`src/rtl/iac_pkg.sv`:
```
package iac_pkg;
  typedef enum logic [3:0] {
    A_SUB_EN  = 4'd0,
    A_MASK    = 4'd1,
    A_STEER   = 4'd2,
    A_PEND    = 4'd3,
    A_VBASE   = 4'd4,
    A_IRQ_VEC = 4'd5,
    A_FIQ_VEC = 4'd6,
    A_NMI     = 4'd7,
    A_PCI_MAP = 4'd8
  } reg_addr_e;

  localparam int unsigned DW       = 32;
  localparam int unsigned PCI_N    = 4;
  localparam int unsigned LANE_W   = 8;
  localparam logic [DW-1:0] NONE_VEC = 32'h0000_0001;
endpackage

```
`src/rtl/iac_sync.sv`:
```
module iac_sync #(
  parameter int unsigned W = 1,
  parameter logic [W-1:0] RST_VAL = '0
) (
  input  logic         clk_i,
  input  logic         rst_ni,
  input  logic [W-1:0] d_i,
  output logic [W-1:0] q_o
);
  logic [W-1:0] s1_q, s2_q;

  always_ff @(posedge clk_i or negedge rst_ni) begin
    if (!rst_ni) begin
      s1_q <= RST_VAL;
      s2_q <= RST_VAL;
    end else begin
      s1_q <= d_i;
      s2_q <= s1_q;
    end
  end

  assign q_o = s2_q;
endmodule

```
`src/rtl/iac_merge.sv`:
```
module iac_merge #(
  parameter int unsigned N_PERIPH = 4,
  parameter int unsigned SRC_PER  = 4,
  localparam int unsigned SUB_N   = N_PERIPH * SRC_PER
) (
  input  logic [SUB_N-1:0]    src_i,
  input  logic [SUB_N-1:0]    en_i,
  output logic [N_PERIPH-1:0] req_o
);
  for (genvar p = 0; p < N_PERIPH; p++) begin : g_periph
    assign req_o[p] = |(src_i[p*SRC_PER +: SRC_PER] & en_i[p*SRC_PER +: SRC_PER]);
  end
endmodule

```
`src/rtl/iac_prio.sv`:
```
module iac_prio #(
  parameter int unsigned N = 8,
  localparam int unsigned IDX_W = (N > 1) ? $clog2(N) : 1
) (
  input  logic [N-1:0]     req_i,
  output logic             found_o,
  output logic [IDX_W-1:0] idx_o
);
  // lowest index wins
  always_comb begin
    idx_o = '0;
    for (int i = N - 1; i >= 0; i--) begin
      if (req_i[i]) idx_o = IDX_W'(i);
    end
  end

  assign found_o = |req_i;
endmodule

```
`src/rtl/intr_aggregator.sv`:
```
module intr_aggregator #(
  parameter int unsigned N_EXT    = 16,
  parameter int unsigned N_DMA    = 4,
  parameter int unsigned N_PERIPH = 4,
  parameter int unsigned SRC_PER  = 4
) (
  input  logic                      clk_i,
  input  logic                      rst_ni,
  input  logic [N_EXT-1:0]          ext_irq_ni,
  input  logic                      hp_irq_ni,
  input  logic                      nmi_ni,
  input  logic [N_PERIPH*SRC_PER-1:0] periph_src_i,
  input  logic [N_DMA-1:0]          dma_src_i,
  input  logic                      endpoint_i,
  input  logic                      reg_we_i,
  input  logic [3:0]                reg_addr_i,
  input  logic [31:0]               reg_wdata_i,
  output logic [31:0]               reg_rdata_o,
  output logic                      irq_o,
  output logic                      fiq_o,
  output logic                      nmi_o,
  output logic [3:0]                pci_int_no
);
  import iac_pkg::*;

  localparam int unsigned SUB_N   = N_PERIPH * SRC_PER;
  localparam int unsigned N_SRC   = 1 + N_DMA + N_PERIPH + N_EXT;
  localparam int unsigned IDX_W   = $clog2(N_SRC);
  localparam int unsigned SYNC_W  = N_EXT + 2;
  localparam int unsigned SEL_W   = 5;

  // ---------------- pin synchronisers ----------------
  logic [SYNC_W-1:0] pin_s;
  logic [N_EXT-1:0]  ext_s_n;
  logic              hp_s_n, nmi_s_n;

  iac_sync #(.W(SYNC_W), .RST_VAL({SYNC_W{1'b1}})) i_sync (
    .clk_i (clk_i),
    .rst_ni(rst_ni),
    .d_i   ({nmi_ni, hp_irq_ni, ext_irq_ni}),
    .q_o   (pin_s)
  );

  assign ext_s_n = pin_s[N_EXT-1:0];
  assign hp_s_n  = pin_s[N_EXT];
  assign nmi_s_n = pin_s[N_EXT+1];

  // ---------------- configuration registers ----------------
  logic [SUB_N-1:0]      sub_en_q;
  logic [N_SRC-1:0]      src_en_q;
  logic [N_SRC-1:0]      steer_q;
  logic [DW-1:0]         vbase_q;
  logic [PCI_N*LANE_W-1:0] pci_map_q;
  logic                  nmi_q, nmi_prev_q;
  logic                  nmi_fall, nmi_clr;

  assign nmi_fall = nmi_prev_q & ~nmi_s_n;
  assign nmi_clr  = reg_we_i && (reg_addr_i == A_NMI) && reg_wdata_i[0];

  always_ff @(posedge clk_i or negedge rst_ni) begin
    if (!rst_ni) begin
      sub_en_q  <= '0;
      src_en_q  <= '0;
      steer_q   <= '0;
      vbase_q   <= '0;
      pci_map_q <= '0;
    end else if (reg_we_i) begin
      case (reg_addr_i)
        A_SUB_EN:  sub_en_q  <= reg_wdata_i[SUB_N-1:0];
        A_MASK:    src_en_q  <= reg_wdata_i[N_SRC-1:0];
        A_STEER:   steer_q   <= reg_wdata_i[N_SRC-1:0];
        A_VBASE:   vbase_q   <= {reg_wdata_i[DW-1:2], 2'b00};
        A_PCI_MAP: pci_map_q <= reg_wdata_i[PCI_N*LANE_W-1:0];
        default: ;
      endcase
    end
  end

  // sticky NMI flag, a new edge wins over a clear
  always_ff @(posedge clk_i or negedge rst_ni) begin
    if (!rst_ni) begin
      nmi_prev_q <= 1'b1;
      nmi_q      <= 1'b0;
    end else begin
      nmi_prev_q <= nmi_s_n;
      if (nmi_fall)     nmi_q <= 1'b1;
      else if (nmi_clr) nmi_q <= 1'b0;
    end
  end

  // ---------------- request collection ----------------
  logic [N_PERIPH-1:0] periph_req;
  logic [N_SRC-1:0]    raw_req;
  logic [N_SRC-1:0]    pend_q;

  iac_merge #(.N_PERIPH(N_PERIPH), .SRC_PER(SRC_PER)) i_merge (
    .src_i(periph_src_i),
    .en_i (sub_en_q),
    .req_o(periph_req)
  );

  // index order: hp, dma, peripherals, external pins
  assign raw_req = {~ext_s_n, periph_req, dma_src_i, ~hp_s_n};

  always_ff @(posedge clk_i or negedge rst_ni) begin
    if (!rst_ni) pend_q <= '0;
    else         pend_q <= raw_req & src_en_q;
  end

  // ---------------- per-line selection ----------------
  logic [1:0]           line_found;
  logic [1:0][IDX_W-1:0] line_idx;
  logic [1:0][DW-1:0]    line_vec;
  logic [1:0][N_SRC-1:0] line_req;

  assign line_req[0] = pend_q & ~steer_q;  // IRQ
  assign line_req[1] = pend_q &  steer_q;  // FIQ

  for (genvar g = 0; g < 2; g++) begin : g_line
    iac_prio #(.N(N_SRC)) i_prio (
      .req_i  (line_req[g]),
      .found_o(line_found[g]),
      .idx_o  (line_idx[g])
    );
    assign line_vec[g] = line_found[g] ? vbase_q + DW'({line_idx[g], 2'b00}) : NONE_VEC;
  end

  logic [DW-1:0] irq_vec, fiq_vec;
  assign irq_vec = line_vec[0];
  assign fiq_vec = line_vec[1];
  assign irq_o   = line_found[0];
  assign fiq_o   = line_found[1];
  assign nmi_o   = nmi_q;

  // ---------------- PCI-style lines ----------------
  logic [31:0] pend_w;
  assign pend_w = 32'(pend_q);

  for (genvar l = 0; l < PCI_N; l++) begin : g_pci
    logic [SEL_W-1:0] sel;
    logic             lane_en;
    assign sel     = pci_map_q[l*LANE_W +: SEL_W];
    assign lane_en = pci_map_q[l*LANE_W + LANE_W - 1];
    assign pci_int_no[l] = ~(endpoint_i & lane_en & pend_w[sel]);
  end

  // ---------------- read mux ----------------
  always_comb begin
    reg_rdata_o = '0;
    case (reg_addr_i)
      A_SUB_EN:  reg_rdata_o = 32'(sub_en_q);
      A_MASK:    reg_rdata_o = 32'(src_en_q);
      A_STEER:   reg_rdata_o = 32'(steer_q);
      A_PEND:    reg_rdata_o = 32'(pend_q);
      A_VBASE:   reg_rdata_o = vbase_q;
      A_IRQ_VEC: reg_rdata_o = irq_vec;
      A_FIQ_VEC: reg_rdata_o = fiq_vec;
      A_NMI:     reg_rdata_o = {31'd0, nmi_q};
      A_PCI_MAP: reg_rdata_o = 32'(pci_map_q);
      default:   reg_rdata_o = '0;
    endcase
  end
endmodule

```
`config.mk`:
```
export PLATFORM = sky130hd
export DESIGN_NAME = intr_aggregator
export DESIGN_NICKNAME = d
export VERILOG_FILES = /design/src/rtl/iac_pkg.sv /design/src/rtl/iac_sync.sv /design/src/rtl/iac_merge.sv /design/src/rtl/iac_prio.sv /design/src/rtl/intr_aggregator.sv
export SDC_FILE = /design/constraint.sdc
export NUM_CORES = 1
export LEC_CHECK = 0
export BUFFER_PORTS_ARGS = -buffer_cell sky130_fd_sc_hd__buf_2
export CORE_ASPECT_RATIO = 1.25
export CORE_MARGIN = 3
export CORE_UTILIZATION = 35
export CTS_BUF_LIST = sky130_fd_sc_hd__clkbuf_2
export DETAILED_ROUTE_END_ITERATION = 8
export SYNTH_ARGS = -nofsm -noshare
export SYNTH_HDL_FRONTEND = slang
export SYNTH_HIERARCHICAL = 1
export SYNTH_SLANG_ARGS = --single-unit
```
`constraint.sdc`:
```
create_clock -name clk_i -period 3.9 [get_ports clk_i]
set_input_delay 0.39 -clock clk_i [delete_from_list [all_inputs] [get_ports clk_i]]
set_output_delay 0.39 -clock clk_i [all_outputs]
set_load 0.05 [all_outputs]
```
==> results of run 1 <==
## cells in the final DEF (no fill, tap or decap), drive strengths merged, types with 18 or more instances in the layout
cell type	netlist	final
nor3	23	23
and2	36	36
buf	27	301
a21oi	20	20
nand2	59	59
nor2b	53	53
mux2	129	129
mux4	28	28
nor2	49	49
dlygate4sd3	0	68
nand3	38	38
o21ai	39	39
clkbuf	25	18
dfrtp	154	154
a22oi	39	39
nor4	18	18
inv	15	22
dfstp	37	37
## report_power, final
part | leakage, nW | switching (mW) | internal [mW]
Clock | 0.129 | 0.766 | 0.190
Sequential | 2.29 | 0.584 | 2.36
Combinational | 4.03 | 1.67 | 1.83
Total | 6.45 | 3.02 | 4.38
## state kept, by name, summed over array words and instances, names as in the netlist, 16 cells and up
| name | cells |
|---|---|
| src_en_q | 25 |
| vbase_q | 30 |
| sub_en_q | 16 |
| i_sync/s1_q | 18 |
| pci_map_q | 32 |
| i_sync/q_o | 18 |
| pend_q | 25 |
| steer_q | 25 |
## layer usage
| metal | routed length, um | global-route usage, % | vias to the layer above |
|---|---|---|---|
| li1 | - | - | 4423 |
| met1 | 16600 | 32.7 | 5017 |
| met2 | 20800 | 42.6 | 448 |
| met3 | 2750 | 4.16 | 97 |
| met4 | 1470 | 8.22 | 0 |
| met5 | 0 | 0 | - |
## worst paths after layout
kind	end	slack [ns]	from	depth (start not counted)
max	reg_rdata_o[28]	-0.87	pend_q[22]	17
min	i_sync/s1_q[15]	0.17	ext_irq_ni[15]	2
max reg2reg	pend_q[8]	1.85	sub_en_q[14]	5
min reg2reg	i_sync/q_o[4]	0.34	i_sync/s1_q[4]	0
max in group asynchronous	pend_q[18]	2.70	rst_ni	3
min in group asynchronous	steer_q[3]	0.19	rst_ni	2
## final cells by class
| cell class | count | area (um^2) | share of cell area [%] |
|---|---|---|---|
| inverters | 15 | 56.3 | 0.374 |
| diodes | 1 | 2.50 | 0.0166 |
| clock inverters | 15 | 126 | 0.839 |
| multi-input cells | 723 | 6530 | 43.4 |
| repair buffers | 370 | 2930 | 19.4 |
| flip-flops and latches | 191 | 4830 | 32.1 |
| clock buffers | 17 | 85.1 | 0.565 |
| well taps | 401 | 502 | 3.33 |
## cells by family (layout without fill, tap and decap cells)
| group | count (synthesis) | after routing | synth area share, % |
|---|---|---|---|
| buffers and inverters | 67 | 417 | 2.65 |
| DFF | 191 | 191 | 44.3 |
| other | 0 | 1 | 0 |
| AOI/OAI and AO/OA | 211 | 211 | 14.4 |
| muxes | 163 | 163 | 19.7 |
| adders and majority gates | 12 | 12 | 1.52 |
| xor gates and xnor gates | 19 | 19 | 1.53 |
| and+or+nand+nor | 318 | 318 | 15.9 |
## worst max-delay path, cell delays in order (launching register included)
cell                       delay [ns]
sky130_fd_sc_hd__dfrtp_1         0.48
sky130_fd_sc_hd__nor2b_1         0.17
sky130_fd_sc_hd__nand2b_1        0.16
sky130_fd_sc_hd__a221oi_2        0.21
sky130_fd_sc_hd__buf_4           0.14
sky130_fd_sc_hd__o211ai_1        0.10
sky130_fd_sc_hd__o211ai_1        0.23
sky130_fd_sc_hd__ha_2            0.22
sky130_fd_sc_hd__inv_1           0.06
sky130_fd_sc_hd__fa_2            0.36
sky130_fd_sc_hd__nand2b_4        0.16
sky130_fd_sc_hd__a21oi_4         0.22
sky130_fd_sc_hd__buf_6           0.14
sky130_fd_sc_hd__o21ai_2         0.07
sky130_fd_sc_hd__o22a_1          0.30
sky130_fd_sc_hd__o21a_1          0.21
sky130_fd_sc_hd__a31oi_4         0.14
sky130_fd_sc_hd__buf_6           0.17
## stage by stage
| step | TNS, ns | area (um^2) | util [%] | setup WS, ns |
|---|---|---|---|---|
| final | -20.03 | 15100 | 49.6 | -0.872 |
| after global routing | -28.32 | 15100 | 49.6 | -1.16 |
| after CTS | -20.44 | 14700 | 48.3 | -0.869 |
| after detailed placement | -3.75 | 13000 | 42.8 | -0.247 |
| after global placement | -3.02 | 13000 | 42.8 | -0.239 |
| after floorplan | -0.257 | 10900 | - | -0.255 |
## repair_timing
action / 4_1_cts / 5_1_grt
setup buffers: 14 / 13
endpoints found under the hold margin: 233 / 0
hold buffers: 68 / 0
gates resized for setup: 168 / 66
endpoints found under the setup margin: 31 / 32
pin swaps: 64 / 38
==> flow_summary.toml, run 1 <==
[outcome]
outcome = "complete, but fails checks"
violations = "negative setup slack"

[worst_setup_path]
critPathLaunchType = "flip-flop"
worst_setup_path_end_kind = "output port"
critPathMaxFanout = 4
worst-setup-path-type = "reg2out"
timing.critical_path.required_ns = 3.51
critPathArrivalTime_ns = 4.38

[die]
placeableCoreArea_um2 = 30400
dieArea_um2 = 33300
die_w_um = 164
io_pins = 117
initial_utilization_pct = 35.8
dieHeight_um = 203
placementRows = 71

[timing]
report.final.hold_viol_count = 0
final.min_clock_period_ns = 4.77
finalClockSkew_ns = 0.0377
whs_ns = 0.171
tightestPinTransition_ns = 0.917
max_freq_mhz = 210
timing.max_slew.rel_slack_pct = 38.9
finalSetupViolations = 30
setup_repair_after_global_routing_missed_its_margin = "true"
final-max-slew-violation-count = 0
worst_slack_ns = -0.872
final_period_utilization_pct = 122

[power]
lkg_pwr_nw = 6.45
irDropWorstVdd_mv = 0.210
p_per_area_nw_per_um2 = 492
report.power.total_mw = 7.40

[synth]
synthFlopType = "sky130_fd_sc_hd__dfrtp_1"
avgSynthCellArea_um2 = 11.1
synth_seq_area_share_pct = 44.3
synth_area_leader_cell = "sky130_fd_sc_hd__dfrtp_1"
synth_seq_cells = 191
synth_top_cell_area_share_pct = 35.4
async_reset_ff_share_pct = 100
synth_fp_nets = 1071
synth_edf_count = 0
post_synth_most_frequent_cells = "sky130_fd_sc_hd__dfrtp_1, sky130_fd_sc_hd__mux2_2, sky130_fd_sc_hd__nand2_1"
netlist-cell-type-count = 72
library_cell_with_the_highest_instance_count_after_synthesis = "sky130_fd_sc_hd__dfrtp_1"
postSynthCellCount = 981
yosys_warnings = 6
synth_top_cells_by_area = "sky130_fd_sc_hd__dfrtp_1, sky130_fd_sc_hd__mux2_2, sky130_fd_sc_hd__dfstp_2, sky130_fd_sc_hd__mux4_2, sky130_fd_sc_hd__nor2b_1"
mappedNetlistArea_um2 = 10900

[clock_tree]
ctsLongestPathBuffers = 2
tritoncts.num_buffers = 17
cts.sinks = 191
clk_pin_slew_ns = 0.30
clock_insertion_delay_worst_skew_ns = 0.81
cts_tree = "done"
clock-root-buffer = "sky130_fd_sc_hd__clkbuf_2"
cts_htree_levels = 4

[grt]
grt-ovfl-total = 0
grt_antenna_before_repair = 1
grt_pass1_wl_um = 62500
grt_start_max_net_pins = 115
via_count_of_the_first_global_routing_pass = 10100
globalRouteTotalUtil_pct = 25.1

[route]
drt-initial-drc-count = 889
post_drt_wl_per_cell_um = 24.0
viasPerCell = 5.76
drc = 0
drt.antenna.violating_nets = 0
route.vias.total = 9985
wirelength_um = 41600
firstDrtPassIters = 6

[hold_path]
timing.hold.worst.class = "in2reg"

[flow_run]
cap_violations = 0

[place]
detailed_place_hpwl_um = 31200
port-buffer-count = 116
placed_cells = 1605
gpl.final_weighted_congestion = 0.989

[cells_and_area]
final.fill_count = 2816
layout_cell_share_with_drive_strength_beyond_1_pct = 49.5
finalNetCount = 1408
area_growth_pct = 38.3
instances_no_fill = 1733
Power figures use the tool's default switching activity.
==> inputs of run 2 (changes only) <==
--- a/config.mk
+++ b/config.mk
@@ -13,5 +13,4 @@
 export DETAILED_ROUTE_END_ITERATION = 8
 export SYNTH_ARGS = -nofsm -noshare
 export SYNTH_HDL_FRONTEND = slang
-export SYNTH_HIERARCHICAL = 1
 export SYNTH_SLANG_ARGS = --single-unit
==> run 2 against run 1 <==
The flow still finishes with violations (negative setup slack). Wire length decreased by 10%. Total power decreased by 1.8%. Die area decreased by 0.69%. Largest power group unchanged. Combinational power decreased by 5.7%. Core utilization decreased by 0.62 points. Sequential share of layout area increased by 0.52 points. Global-route usage decreased by 2.5 points. Worst hold slack got worse by 0.013 ns. Non-clock buffer count decreased by 29. Largest cell class unchanged.
==> flow_summary.toml, run 2 <==
[die]
initial_utilization_pct = 35.7
dieHeight_um = 203
io_pins = 117
placementRows = 71
die_w_um = 163
placeableCoreArea_um2 = 30300
dieArea_um2 = 33100

[synth]
mappedNetlistArea_um2 = 10800
synth_seq_area_share_pct = 44.6
synth_compound_area_share_pct = 15.4
async_reset_ff_share_pct = 100
post_synth_most_frequent_cells = "sky130_fd_sc_hd__dfrtp_1, sky130_fd_sc_hd__mux2_2, sky130_fd_sc_hd__nand2_1"
yosys_warnings = 0
avgSynthCellArea_um2 = 11.3
synth_edf_count = 0
synth_area_leader_cell = "sky130_fd_sc_hd__dfrtp_1"
netlist-cell-type-count = 84
synthXorXnorAreaFrac_pct = 0.729
synth_seq_cells = 191
synth_adder_area_share_pct = 1.53
library_cell_with_the_highest_instance_count_after_synthesis = "sky130_fd_sc_hd__dfrtp_1"
synth_fp_nets = 1046
synth_top_cells_by_area = "sky130_fd_sc_hd__dfrtp_1, sky130_fd_sc_hd__mux2_2, sky130_fd_sc_hd__dfstp_2, sky130_fd_sc_hd__mux4_2, sky130_fd_sc_hd__a22oi_1"
synthFlopType = "sky130_fd_sc_hd__dfrtp_1"
synth_top_cell_area_share_pct = 35.6
synth_mux_area_share_pct = 20.4
synth_top_family_by_area = "multiplexers"
simple_gate_share_of_the_synthesized_area_pct = 14.3
postSynthCellCount = 956

[cells_and_area]
max_flop_register = "pci_map_q"
finalCoreUtilization_pct = 49.0
final.fill_count = 2731
largest_register_ffs = 32
layout_cell_share_with_drive_strength_beyond_1_pct = 50.2
area_growth_pct = 37.2
mostFrequentLayoutCells = "sky130_fd_sc_hd__dfrtp_1, sky130_fd_sc_hd__buf_4, sky130_fd_sc_hd__mux2_2"
finalNetCount = 1355
most_common_cell_after_layout_fill_and_taps_aside = "sky130_fd_sc_hd__dfrtp_1"
top_regs = "pci_map_q (32), vbase_q (30)"

[worst_setup_path]
worst_r2r_endpoint = "pend_q[8]"
critPathLaunchType = "flip-flop"
source_of_the_worst_register_to_register_timing_path = "sub_en_q[13]"
worst-r2r-setup-slack_ns = 1.94
worstRegToRegCells = 4
critPathMaxFanout = 7
worst_setup_path_end_kind = "output port"
worst-setup-path-type = "reg2out"
timing.critical_path.required_ns = 3.51
critPathArrivalTime_ns = 4.52

[route]
drt-initial-drc-count = 797
wirelength_um = 37300
drt.antenna.violating_nets = 0
firstDrtPassIters = 8
viasPerCell = 5.80
post_drt_wl_per_cell_um = 22.2
drc = 0
route.vias.total = 9743

[timing]
report.final.hold_viol_count = 0
final_period_utilization_pct = 126
timing.max_slew.rel_slack_pct = 42.4
worst_slack_ns = -1.01
finalClockSkew_ns = 0.0438
max_freq_mhz = 204
whs_ns = 0.158
final.min_clock_period_ns = 4.91
final-max-slew-violation-count = 0
finalSetupViolations = 29
setup_repair_after_global_routing_missed_its_margin = "true"
tns_ns = -23.09
tightestPinTransition_ns = 0.864

[place]
gpl.final_weighted_congestion = 0.961
port-buffer-count = 116
detailed_place_hpwl_um = 27800

[power]
lkg_pwr_nw = 6.33
p_per_area_nw_per_um2 = 490
irDropWorstVdd_mv = 0.203

[flow_run]
cap_violations = 0

[clock_tree]
tritoncts.num_buffers = 17
clk_pin_slew_ns = 0.29
clock-root-buffer = "sky130_fd_sc_hd__clkbuf_2"
cts_htree_levels = 4
cts.sinks = 191
clock_insertion_delay_worst_skew_ns = 0.79
cts_tree = "done"
ctsLongestPathBuffers = 2

[grt]
grt_pass1_wl_um = 58000
grt_antenna_before_repair = 1
via_count_of_the_first_global_routing_pass = 9977
grt-ovfl-total = 0
grt_start_max_net_pins = 85
globalRouteTotalUtil_pct = 22.7

[hold_path]
timing.hold.worst.class = "in2async"

[outcome]
outcome = "complete, but fails checks"
violations = "negative setup slack"
[run 2: cell count changes after synthesis, moves of 8 or more]
cell                        previous run  this run
sky130_fd_sc_hd__nor2b_1              53        31
sky130_fd_sc_hd__nand2_1              59        72
sky130_fd_sc_hd__and2_1               36         7
sky130_fd_sc_hd__nor4_1               14         2
sky130_fd_sc_hd__a21oi_1              20        38
sky130_fd_sc_hd__o21ai_0              34        24
sky130_fd_sc_hd__nor2_1               49        25
sky130_fd_sc_hd__o2111ai_1            10         1
sky130_fd_sc_hd__buf_2                21         7
sky130_fd_sc_hd__xnor2_1              14         2
sky130_fd_sc_hd__nand2b_1              5        24
sky130_fd_sc_hd__nand4_1              11        19
sky130_fd_sc_hd__o22ai_1               1        11
[run 2: repair_timing]
action                     in CTS  in global routing
pin swaps                      54                 53
resized for setup             163                 44
hold buffers                   68                  0
setup endpoints to repair      32                 31
setup buffers                  17                 15
hold endpoints to repair      237                  0
[run 2: cell families (layout without fill, tap and decap cells)]
group | count (synthesis) | after routing
simple gates | 281 | 281
mux | 169 | 169
other cells | 0 | 1
buf+inv | 70 | 392
compound gates | 224 | 224
flops | 191 | 191
fa+ha+maj | 12 | 12
xor+xnor | 9 | 9
[run 2: area by class of cell]
| type | instances | area (um^2) | area share, % |
|---|---|---|---|
| clock inverters | 15 | 173 | 1.16 |
| well taps | 401 | 502 | 3.38 |
| clock buffers | 17 | 85.1 | 0.574 |
| repair buffers | 341 | 2750 | 18.5 |
| diodes | 1 | 2.50 | 0.0169 |
| multi-input cells | 695 | 6420 | 43.3 |
| flip-flops and latches | 191 | 4830 | 32.6 |
| inverters | 19 | 71.3 | 0.481 |
[run 2: worst max path at each step]
stage | from | end | slack (ns)
6_report | pend_q[22] | reg_rdata_o[20] | -1.01
5_1_grt | pend_q[20] | reg_rdata_o[23] | -1.22
4_1_cts | pend_q[22] | reg_rdata_o[23] | -1.17
3_5_place_dp | steer_q[20] | reg_rdata_o[25] | -0.50
3_3_place_gp | pend_q[22] | reg_rdata_o[13] | -0.44
2_1_floorplan | steer_q[20] | reg_rdata_o[21] | -0.12
[run 2: metrics by stage]
stage / total power, mW / setup WS, ns / instance area (um^2) / std cells
finish: 7.27 / -1.01 / 14800 / 1680
global route: 7.65 / -1.22 / 14800 / 1680
CTS: 7.12 / -1.17 / 14500 / 1666
detailed placement: 5.61 / -0.502 / 12800 / 1550
global placement: 5.57 / -0.436 / 12800 / 1550
floorplan: 4.48 / -0.120 / 11000 / 956
[run 2: worst max-delay path, cell delays in order, from the launching register on]
cell                       delay (ns)
sky130_fd_sc_hd__dfrtp_2         0.51
sky130_fd_sc_hd__nand2_1         0.07
sky130_fd_sc_hd__a32o_1          0.16
sky130_fd_sc_hd__a22o_1          0.16
sky130_fd_sc_hd__a22oi_2         0.09
sky130_fd_sc_hd__o21ai_2         0.19
sky130_fd_sc_hd__a31oi_2         0.12
sky130_fd_sc_hd__a211oi_2        0.30
sky130_fd_sc_hd__ha_2            0.24
sky130_fd_sc_hd__inv_2           0.04
sky130_fd_sc_hd__fa_2            0.34
sky130_fd_sc_hd__inv_2           0.05
sky130_fd_sc_hd__a21o_1          0.15
sky130_fd_sc_hd__a41oi_4         0.18
sky130_fd_sc_hd__buf_6           0.18
sky130_fd_sc_hd__o22ai_4         0.20
sky130_fd_sc_hd__nand4_1         0.21
sky130_fd_sc_hd__o311ai_4        0.36
sky130_fd_sc_hd__buf_6           0.21
[run 2: metal layers]
| layer | GRT usage, % | vias up | part of all wire [%] |
|---|---|---|---|
| li1 | - | 4303 | - |
| met1 | 29.2 | 4957 | 40 |
| met2 | 38.2 | 377 | 50 |
| met3 | 3.35 | 106 | 5.6 |
| met4 | 9.28 | 0 | 4.3 |
| met5 | 0 | - | 0 |
[run 2: power by group]
part	switching, mW	total (mW)	internal, mW
Sequential	0.562	2.92	2.36
Combinational	1.62	3.30	1.68
Clock	0.774	1.05	0.272
Total	2.96	7.27	4.31
